`src/rtl/tern_pkg.sv`:
```
// Package: shared trit encoding, word types and opcode enumeration for
// the ternary core. Assumes the two-bit trit code given in the brief.
package tern_pkg;
    localparam int TW    = 2;          // bits per trit
    localparam int DW    = 4;          // register width
    localparam int IW    = 3 * TW;     // instruction width
    localparam int NSLOT = 3;          // program slots

    typedef logic [TW-1:0]        trit_t;
    typedef logic signed [DW-1:0] word_t;
    typedef logic [IW-1:0]        instr_t;

    localparam trit_t T_NEG  = 2'b11;
    localparam trit_t T_ZERO = 2'b00;
    localparam trit_t T_POS  = 2'b01;
    localparam trit_t T_BAD  = 2'b10;

    typedef enum logic [1:0] {OP_CMP, OP_LWI, OP_BR, OP_BAD} op_e;

    // Value of a trit code as a signed word (invalid code reads as 0)
    function automatic word_t trit_val(trit_t t);
        case (t)
            T_NEG:   trit_val = -4'sd1;
            T_POS:   trit_val = 4'sd1;
            default: trit_val = 4'sd0;
        endcase
    endfunction

    // Trit code of a value in -1..+1
    function automatic trit_t val_trit(word_t v);
        if (v < 0)      val_trit = T_NEG;
        else if (v > 0) val_trit = T_POS;
        else            val_trit = T_ZERO;
    endfunction
endpackage

```
`src/rtl/tern_imem.sv`:
```
// Module: three-slot instruction store indexed by a trit address.
// Assumes the caller has already qualified the write (reset-only, valid codes).
module tern_imem
    import tern_pkg::*;
#(
    parameter int SLOTS = NSLOT
) (
    input  logic   clk,
    input  logic   wr_en,
    input  trit_t  wr_addr,
    input  instr_t wr_data,
    input  trit_t  rd_addr,
    output instr_t rd_data
);
    localparam int AW = $clog2(SLOTS);

    instr_t slot_q [SLOTS];

    // Slot index = trit value + 1
    function automatic logic [AW-1:0] slot_of(trit_t t);
        case (t)
            T_NEG:   slot_of = AW'(0);
            T_POS:   slot_of = AW'(2);
            default: slot_of = AW'(1);
        endcase
    endfunction

    for (genvar g = 0; g < SLOTS; g++) begin : g_slot
        // Store the word when this slot is addressed
        always_ff @(posedge clk) begin
            if (wr_en && slot_of(wr_addr) == AW'(g))
                slot_q[g] <= wr_data;
        end
    end

    // Read the slot the PC points at
    assign rd_data = slot_q[slot_of(rd_addr)];
endmodule

```
`src/rtl/tern_decode.sv`:
```
// Module: splits an instruction word into opcode, operand fields and the
// load-immediate value. Assumes stored words contain only valid trit codes.
module tern_decode
    import tern_pkg::*;
(
    input  instr_t instr,
    output op_e    op,
    output trit_t  fld1,
    output trit_t  fld2,
    output word_t  imm
);
    // Opcode trit to operation
    always_comb begin
        case (instr[IW-1 -: TW])
            T_NEG:   op = OP_CMP;
            T_ZERO:  op = OP_LWI;
            T_POS:   op = OP_BR;
            default: op = OP_BAD;
        endcase
    end

    assign fld1 = instr[2*TW-1 -: TW];
    assign fld2 = instr[TW-1:0];
    // Immediate: 3*field1 + field2
    assign imm  = (trit_val(fld1) <<< 1) + trit_val(fld1) + trit_val(fld2);
endmodule

```
`src/rtl/tern_cmp.sv`:
```
// Module: signed three-way comparison returning a status trit.
module tern_cmp
    import tern_pkg::*;
(
    input  word_t lhs,
    input  word_t rhs,
    output trit_t rel
);
    // Less -> -1, greater -> +1, equal -> 0
    always_comb begin
        if (lhs < rhs)      rel = T_NEG;
        else if (lhs > rhs) rel = T_POS;
        else                rel = T_ZERO;
    end
endmodule

```
`src/rtl/tern_pcnext.sv`:
```
// Module: next program counter for sequential advance or two-way branch,
// with any value above +1 wrapped to -1. Assumes PC holds a valid code.
module tern_pcnext
    import tern_pkg::*;
(
    input  trit_t pc_cur,
    input  op_e   op,
    input  trit_t stat,
    input  trit_t fld1,
    input  trit_t fld2,
    output trit_t pc_nxt
);
    word_t raw;

    // Raw target before wrapping
    always_comb begin
        case (op)
            OP_CMP, OP_LWI: raw = trit_val(pc_cur) + 4'sd1;
            OP_BR:          raw = (stat == T_ZERO) ? trit_val(fld1) : trit_val(fld2);
            default:        raw = trit_val(pc_cur);
        endcase
    end

    // Wrap anything past +1 back to -1
    assign pc_nxt = (raw > 4'sd1) ? T_NEG : val_trit(raw);
endmodule

```
`src/rtl/tern_core.sv`:
```
// Module: top of the balanced ternary core. Holds IN, OUT, A, S and PC,
// gates program loading to reset, and executes one instruction per step.
// Assumes step is a single-cycle pulse and rst_n is synchronous.
module tern_core
    import tern_pkg::*;
(
    input  logic       clk,
    input  logic       rst_n,
    input  logic       step,
    input  logic       in_we,
    input  logic [3:0] in_val,
    input  logic       pm_we,
    input  logic [1:0] pm_addr,
    input  logic [5:0] pm_data,
    output logic       pm_err,
    output logic [3:0] reg_in,
    output logic [3:0] reg_out,
    output logic [3:0] reg_a,
    output logic [1:0] reg_s,
    output logic [1:0] pc
);
    localparam word_t VMAX = 4'sd4;
    localparam word_t VMIN = -4'sd4;

    word_t  in_q, out_q, a_q;
    trit_t  s_q, pc_q;
    logic   err_q;
    instr_t cur;
    op_e    op;
    trit_t  fld1, fld2, rel, pc_nx;
    word_t  imm, opa, opb;
    logic   code_bad, load_ok, in_ok;

    // Any invalid trit code in the load address or word
    assign code_bad = (pm_addr == T_BAD) || (pm_data[5:4] == T_BAD) ||
                      (pm_data[3:2] == T_BAD) || (pm_data[1:0] == T_BAD);
    assign load_ok  = pm_we && !rst_n && !code_bad;
    assign in_ok    = ($signed(in_val) >= VMIN) && ($signed(in_val) <= VMAX);

    tern_imem #(.SLOTS(NSLOT)) u_mem (
        .clk     (clk),
        .wr_en   (load_ok),
        .wr_addr (pm_addr),
        .wr_data (pm_data),
        .rd_addr (pc_q),
        .rd_data (cur)
    );

    tern_decode u_dec (
        .instr (cur),
        .op    (op),
        .fld1  (fld1),
        .fld2  (fld2),
        .imm   (imm)
    );

    // Register selected by field1
    always_comb begin
        case (fld1)
            T_NEG:   opa = in_q;
            T_POS:   opa = a_q;
            default: opa = out_q;
        endcase
    end

    // Register selected by field2
    always_comb begin
        case (fld2)
            T_NEG:   opb = in_q;
            T_POS:   opb = a_q;
            default: opb = out_q;
        endcase
    end

    tern_cmp u_cmp (
        .lhs (opa),
        .rhs (opb),
        .rel (rel)
    );

    tern_pcnext u_pcn (
        .pc_cur (pc_q),
        .op     (op),
        .stat   (s_q),
        .fld1   (fld1),
        .fld2   (fld2),
        .pc_nxt (pc_nx)
    );

    // Load error flag reflects the previous cycle's load attempt
    always_ff @(posedge clk) begin
        err_q <= pm_we && !rst_n && code_bad;
    end

    // External input register with range filter
    always_ff @(posedge clk) begin
        if (!rst_n)              in_q <= '0;
        else if (in_we && in_ok) in_q <= word_t'(in_val);
    end

    // Output register: cleared by reset, written by no instruction
    always_ff @(posedge clk) begin
        if (!rst_n) out_q <= '0;
    end

    // Architectural state update on a step pulse
    always_ff @(posedge clk) begin
        if (!rst_n) begin
            pc_q <= T_ZERO;
            s_q  <= T_POS;
            a_q  <= '0;
        end else if (step) begin
            pc_q <= pc_nx;
            case (op)
                OP_CMP:  s_q <= rel;
                OP_LWI:  a_q <= imm;
                default: ;
            endcase
        end
    end

    assign pm_err  = err_q;
    assign reg_in  = in_q;
    assign reg_out = out_q;
    assign reg_a   = a_q;
    assign reg_s   = s_q;
    assign pc      = pc_q;
endmodule

```
`config.mk`:
```
export PLATFORM = sky130hd
export DESIGN_NAME = tern_core
export DESIGN_NICKNAME = d
export VERILOG_FILES = /design/src/rtl/tern_pkg.sv /design/src/rtl/tern_imem.sv /design/src/rtl/tern_decode.sv /design/src/rtl/tern_cmp.sv /design/src/rtl/tern_pcnext.sv /design/src/rtl/tern_core.sv
export SDC_FILE = /design/constraint.sdc
export NUM_CORES = 1
export LEC_CHECK = 0
export ABC_AREA = 0
export BUFFER_PORTS_ARGS = -buffer_cell sky130_fd_sc_hd__buf_2
export CAP_MARGIN = 20
export CORE_UTILIZATION = 30
export CTS_BUF_LIST = sky130_fd_sc_hd__clkbuf_8 sky130_fd_sc_hd__clkbuf_16
export CTS_CLUSTER_SIZE = 24
export DETAILED_ROUTE_END_ITERATION = 7
export PLACE_DENSITY = 0.47
export SLEW_MARGIN = 20
export SYNTH_ARGS = -nofsm -noshare
export SYNTH_HDL_FRONTEND = slang
export SYNTH_HIERARCHICAL = 1
export SYNTH_SLANG_ARGS = --single-unit
```
`constraint.sdc`:
```
create_clock -name clk -period 2.9 [get_ports clk]
set_input_delay 0.58 -clock clk [delete_from_list [all_inputs] [get_ports clk]]
set_output_delay 0.58 -clock clk [all_outputs]
set_load 0.005 [all_outputs]
```
== Yosys cells after proc, flatten, opt, wreduce, memory -nomap -nowiden ==
Memories as Yosys holds them, arrays and structs flattened.
Cells that the tools add are included.

* Register bits after elaboration: 13
* Output and inout port bits: 17
* RAM bits: 18
* Memories: 1

{| class="wikitable"
|+ Memories
! name !! depth !! bits a word !! read ports !! clocked after Yosys merged registers in !! write ports !! RTL line !! source
|-
| u_mem.slot_q || 3 || 6 || 1 || 0 || 1 || tern_imem.sv:17 || <nowiki>instr_t slot_q [SLOTS];</nowiki>
|}

* $add $sub $neg: 3
* Mux-type cells: 28
* Equality and inequality tests: 18
* Reductions and logical operators: 22
* $lt $le $gt $ge: 7

{| class="wikitable"
|+ Operators by type and width
! cell !! number
|-
| $pmux 4 s2 || 6
|-
| $eq 2x2->1 const B || 11
|-
| $eq 2x1->1 const B || 7
|-
| $mux 6 || 2
|-
| $reduce_or 6->1 || 2
|-
| $mux 1 || 10
|-
| $mux 2 || 5
|-
| $add 4x4->4 || 2
|-
| $logic_and 1x1->1 || 8
|-
| $logic_not 2->1 || 4
|-
| $mux 4 || 2
|-
| $pmux 2 s2 || 2
|-
| $pmux 2 s3 || 1
|-
| $add 4x2->4 const B || 1
|-
| $ge 4x3->1 const B || 1
|-
| $gt 4x1->1 const B || 1
|-
| $gt 4x2->1 const B || 1
|-
| $gt 4x4->1 || 1
|-
| $le 4x4->1 const B || 1
|-
| $lt 4x1->1 const B || 1
|-
| $lt 4x4->1 || 1
|-
| $reduce_and 2->1 || 2
|-
| $logic_or 1x1->1 || 3
|-
| $logic_not 1->1 || 2
|-
| $reduce_or 2->1 || 1
|}

== Logic depth before layout (Yosys ltp) ==
An unclocked memory read counts as a cell.

* Word-level depth: 14
* Depth in mapped cells: 14
* Depth with buffers taken out: 11

== By module ==
The synthesis kept the hierarchy.

{| class="wikitable"
|+ Modules (own cells, without submodules)
! module !! cells each !! times used !! sequential area each (µm²) !! area each (µm²)
|-
| tern_core || 79 || 1 || 260.2 || 730.7
|-
| tern_imem || 42 || 1 || 540.5 || 689.4
|-
| tern_decode || 19 || 1 || 0.0 || 167.7
|-
| tern_cmp || 15 || 1 || 0.0 || 113.9
|-
| tern_pcnext || 12 || 1 || 0.0 || 77.6
|}

== Worst setup path after synthesis ==
OpenSTA, ideal clock, no wires.

* Kind: register to register
* From: reg pc_q[0] (netlist: pc[0])
* To: reg s_q[0] (netlist: reg_s[0])
* Setup slack: 0.553 ns
* Required time: 2.775 ns
* Arrival time: 2.222 ns
* Period minus slack after synthesis: 2.347 ns
* Setup time: 0.125 ns
* Cell stages (with the launch flop): 13
* Cells stage by stage: dfxtp_1 buf_2 nor2_1 a21oi_1 buf_4 clkbuf_1 mux2i_1 nor2b_1 ha_1 and4_1 o31ai_2 mux2i_1 nand2_1

* Longest elaborated chain between the ends: 8
* Elaborated cells on any way between the ends: 20
* Classes of those cells: 2 x order compare; 8 x eq/ne; 6 x mux; 3 x reduce/logical; 1 x memory

{| class="wikitable"
|+ Ends and longest elaborated chain
! what !! RTL line !! source
|-
| start: declaration || tern_core.sv:26 || <nowiki>trit_t s_q, pc_q;</nowiki>
|-
| start signal: assignment || tern_core.sv:113 || <nowiki>pc_q <= pc_nx;</nowiki>
|-
| $eq 2x1->1 or $eq 2x2->1 (tied branches) || tern_imem.sv:21 || <nowiki>case (t)</nowiki>
|-
| $pmux 2 s2 (*) || tern_imem.sv:21 ||
|-
| $mem_v2 3x6 (*) || - ||
|-
| via cur[3] || tern_core.sv:28 || <nowiki>instr_t cur;</nowiki>
|-
| $eq 2x1->1 or $eq 2x2->1 (tied branches) || tern_core.sv:59 || <nowiki>case (fld1)</nowiki>
|-
| $pmux 4 s2 (*) || tern_core.sv:59 ||
|-
| via opa[3] || tern_core.sv:31 || <nowiki>word_t imm, opa, opb;</nowiki>
|-
| $gt 4x4->1 || tern_cmp.sv:12 || <nowiki>else if (lhs > rhs) rel = T_POS;</nowiki>
|-
| $mux 1 || tern_cmp.sv:12 ||
|-
| $mux 2 (*) || tern_cmp.sv:11 || <nowiki>if (lhs < rhs) rel = T_NEG;</nowiki>
|-
| via rel[0] || tern_core.sv:30 || <nowiki>trit_t fld1, fld2, rel, pc_nx;</nowiki>
|-
| end signal: assignment || tern_core.sv:115 || <nowiki>OP_CMP: s_q <= rel;</nowiki>
|-
| end: declaration || tern_core.sv:26 ||
|}

The timed path passes the listed nets; every way through them passes the cells marked *.
A chain may end at the register's enable or synchronous reset.

== Worst setup path after layout ==
* From: reg pc_q[0] (netlist: pc[0])
* To: reg a_q[2] (netlist: reg_a[2])

* Elaborated cells on any way between the ends: 18
* Classes of those cells: 2 x add/sub; 9 x eq/ne; 4 x mux; 2 x reduce/logical; 1 x memory

{| class="wikitable"
|+ RTL lines
! what !! RTL line !! source
|-
| $eq 2x1->1 or $eq 2x2->1 (tied branches) || tern_imem.sv:21 ||
|-
| $pmux 2 s2 (*) || tern_imem.sv:21 ||
|-
| $mem_v2 3x6 (*) || - ||
|-
| via cur[1] || tern_core.sv:28 ||
|-
| $eq 2x1->1 or $eq 2x2->1 (tied branches) || tern_pkg.sv:22 || <nowiki>case (t)</nowiki>
|-
| $pmux 4 s2 (*) || tern_pkg.sv:22 ||
|-
| $add 4x4->4 (*) || tern_decode.sv:25 || <nowiki>assign imm = (trit_val(fld1) <<< 1) + trit_val(fld1) + trit_val(fld2);</nowiki>
|-
| via imm[2] || tern_core.sv:31 ||
|-
| end signal: assignment || tern_core.sv:116 || <nowiki>OP_LWI: a_q <= imm;</nowiki>
|-
| end: declaration || tern_core.sv:25 || <nowiki>word_t in_q, out_q, a_q;</nowiki>
|}

Marks and branches as above.

==> summary.txt <==
Global route
  • Met2 global-route usage: 19.91%
  • Initial antenna violation count: 0
  • First-pass GRT wire length: 5.899 mm
  • Global route overflow: 0
  • Met1 usage: 15.85%
  • Busiest grt layer: met2
  • Met3 usage: 3.448%
  • Vias in the first global route: 1215
  • Largest net degree at the start of global routing: 18
  • All-layer global routing usage: 12.54%

Clock tree
  • Clk_lat worst skew: 280 ps
  • Post_cts resized: 0
  • CTS tree: yes
  • Clock transition at path regs: 70 ps
  • Max Root-Sink Buffers: 2
  • Post-CTS setup buffer count: 0
  • H-tree levels: 2
  • Clock sinks: 31
  • TritonCTS Buffers: 5
  • Hold_buf cts: 0
  • CTS root buffer: clkbuf_8

Status
  • Status: finished clean

Finish
  • Fin cells: 267
  • P&R area growth vs syn: 14.56%
  • Share of cells above drive strength 1: 23.59%
  • # diodes: 0
  • Filler cell count: 590
  • Most common library cell in the layout ignoring fill and taps: buf_2
  • Reg area: 800.8 um2
  • Multi-input logic area: 849.6 um2
  • Nets: 220
  • Most frequent cells in the layout: buf_2, mux2i_1, edfxtp_1

Flow run
  • Max-cap violations: 0

Die
  • Die Y: 79.01 um
  • Die Wd: 79.01 um
  • Starting Density: 31.73%
  • Std cell rows: 27
  • IO Count: 34
  • Core Region: 5608 um2
  • Die ar.: 6243 um2

Worst setup path
  • Setup crit start kind: flip-flop
  • Worst R2R Setup Slack: 280 ps
  • Worst-path cell chain: nor2_1 -> a21oi_1 -> and2_4 -> ha_1 -> ha_1 -> xnor3_1 -> mux2i_1 -> nor2b_1
  • Setup crit end kind: flip-flop
  • Critical path class: flip-flop to flip-flop
  • Peak per-stage delay on the critical path: 610 ps
  • Slowest CP cell: dfxtp_1
  • Max FO, Critical Path: 17
  • Critical path's most frequent cell: ha_1
  • CP arrival: 2790 ps
  • Crit path required time: 3070 ps

Logic synthesis
  • Ys Warns: 6
  • Yosys reg bits: 31
  • Leading area contributor after synthesis: edfxtp_1
  • Post-synth top area share: 30.38%
  • Synth Cell Area: 1779 um2
  • Syn_area_per_cell: 10.65 um2
  • Mapped Cells: 167
  • Share of the yosys chip area belonging to registers: 45.01%
  • Synth area leaders: edfxtp_1, dfxtp_1, mux2i_1
  • Cell variety after synth: 36

Power and ir drop
  • Worst IR drop on VDD: 0.0001998 V
  • LEAKAGE: 0.8944 nW
  • PD cells: 585.1 nW/um2
  • NetSw: 362.5 uW
  • Combinational Power Share: 28.8%
  • Power Internal: 830.0 uW
  • Clk pwr share: 27.3%
  • Sw Ratio: 30.40%
  • Seq pwr share: 43.9%

STA
  • Clock Skew: 7.352 ps
  • RSZ-0062 raised after global routing: false
  • Max Clk Rate: 0.3819 GHz
  • Setup tns final: 0 ps
  • Final cycle utilization of the critical path: 90.29%
  • Count of final setup violators: 0
  • Worst-Margin Slew: 697.2 ps
  • Final hold vios: 0
  • Post-layout minimum cycle time: 2618 ps
  • Slew Limit Headroom: 53.52%
  • Slew Viols, Final: 0

Routing
  • Violation count after the first detailed-route iteration: 28
  • Vias: 1212
  • Pre-antenna DRT Iters: 4
  • Final wirelength: 3.439 mm
  • WL per Instance: 12.88 um
  • Post-route ant nets: 0
  • Vias/cell: 4.539
  • DRC Markers: 0

Placement
  • Port bufs: 29
  • Dpl hpwl: 2.681 mm
  • Dpl cells: 259
  • Placer's final routability congestion estimate: 0.7053

Hold path
  • Hold Crit Class: flip-flop to flip-flop
==> state kept, by name, indices dropped and copies added (netlist names) <==
name,count
pc,2
reg_s,2
reg_in,4
u_mem/slot_q,18
pm_err,1
reg_a,4
==> final timing paths <==
check,cells after the start,end,from
max,8,reg_a[2]$_SDFFE_PN0P_,pc[0]$_SDFFE_PN0P_
min,2,reg_in[0]$_SDFFE_PN0P_,reg_in[0]$_SDFFE_PN0P_
max reg2reg,8,reg_a[2]$_SDFFE_PN0P_,pc[0]$_SDFFE_PN0P_
min reg2reg,2,reg_in[0]$_SDFFE_PN0P_,reg_in[0]$_SDFFE_PN0P_
==> logic make-up (layout without fill, tap and decap cells) <==
kind of cell / Yosys count / count (layout) / synth area share (%)
xor gates and xnor gates: 1 / 1 / 1.266
AOI/OAI and AO/OA: 24 / 24 / 9.282
DFF: 31 / 31 / 45.01
adders and majority gates: 9 / 9 / 6.329
buffers and inverters: 27 / 52 / 7.876
and+or+nand+nor: 48 / 48 / 15.33
muxes: 26 / 26 / 14.70
other: 1 / 4 / 0.2108
==> layout make-up <==
type / count / area share, %
clock buffer: 5 / 3.376
clock inverter: 3 / 0.7980
inverter: 12 / 2.210
multi-input combinational: 112 / 41.68
sequential: 31 / 39.29
tap: 72 / 4.420
timing repair buffer: 32 / 8.226
==> critical path: cells and delay by family, from the launching register on <==
family / cells / cell delay, ps
multiplexers: 1 / 150
flip-flops: 1 / 610
XOR/XNOR: 1 / 360
adder cells (fa/ha/maj): 2 / 430
AO/OA/AOI/OAI: 1 / 510
AND/OR/NAND/NOR: 3 / 450
==> routing by layer <==
layer	vias to the layer above	part of all wire [%]
met5	-	0
met4	0	1.8
met3	6	3.4
met2	27	46
met1	555	49
li1	624	-
==> power by group through the flow <==
stage	registers (mW)	clock network (mW)	logic, mW
final	0.523	0.325	0.344
after CTS	0.524	0.340	0.346
after detailed placement	0.534	0	0.343
after global placement	0.533	0	0.337
after floorplan	0.522	0	0.283
after global routing	0.530	0.357	0.383
==> synthesized netlist by cell type (all sizes together) <==
library cell	n
a21o	1
a21oi	7
a311o	1
a31o	1
a31oi	2
and2	1
and3	1
and4	1
buf	10
clkbuf	5
conb	1
dfxtp	13
edfxtp	18
ha	9
inv	12
mux2	1
mux2i	25
nand2	11
nand2b	2
nand3b	1
nand4	1
nor2	9
nor2b	17
nor3	1
nor3b	2
o211a	3
o21ai	4
o21ba	1
o22ai	3
o31ai	1
or2	1
xnor3	1
==> stage by stage <==
stage               setup slack (ps)  util [%]  hold WS [ps]  power [mW]  cell area [um2]
global placement               386.2     34.83         505.2      0.8697             1953
detailed placement             305.4     34.83         500.1      0.8769             1953
global route                   53.76     36.35         516.2       1.270             2038
finish                         281.6     36.35         512.6       1.192             2038
floorplan                      552.8         -         475.3      0.8049             1790
CTS                            283.0     36.35         507.0       1.210             2038
(Power assumes the default switching activity.)
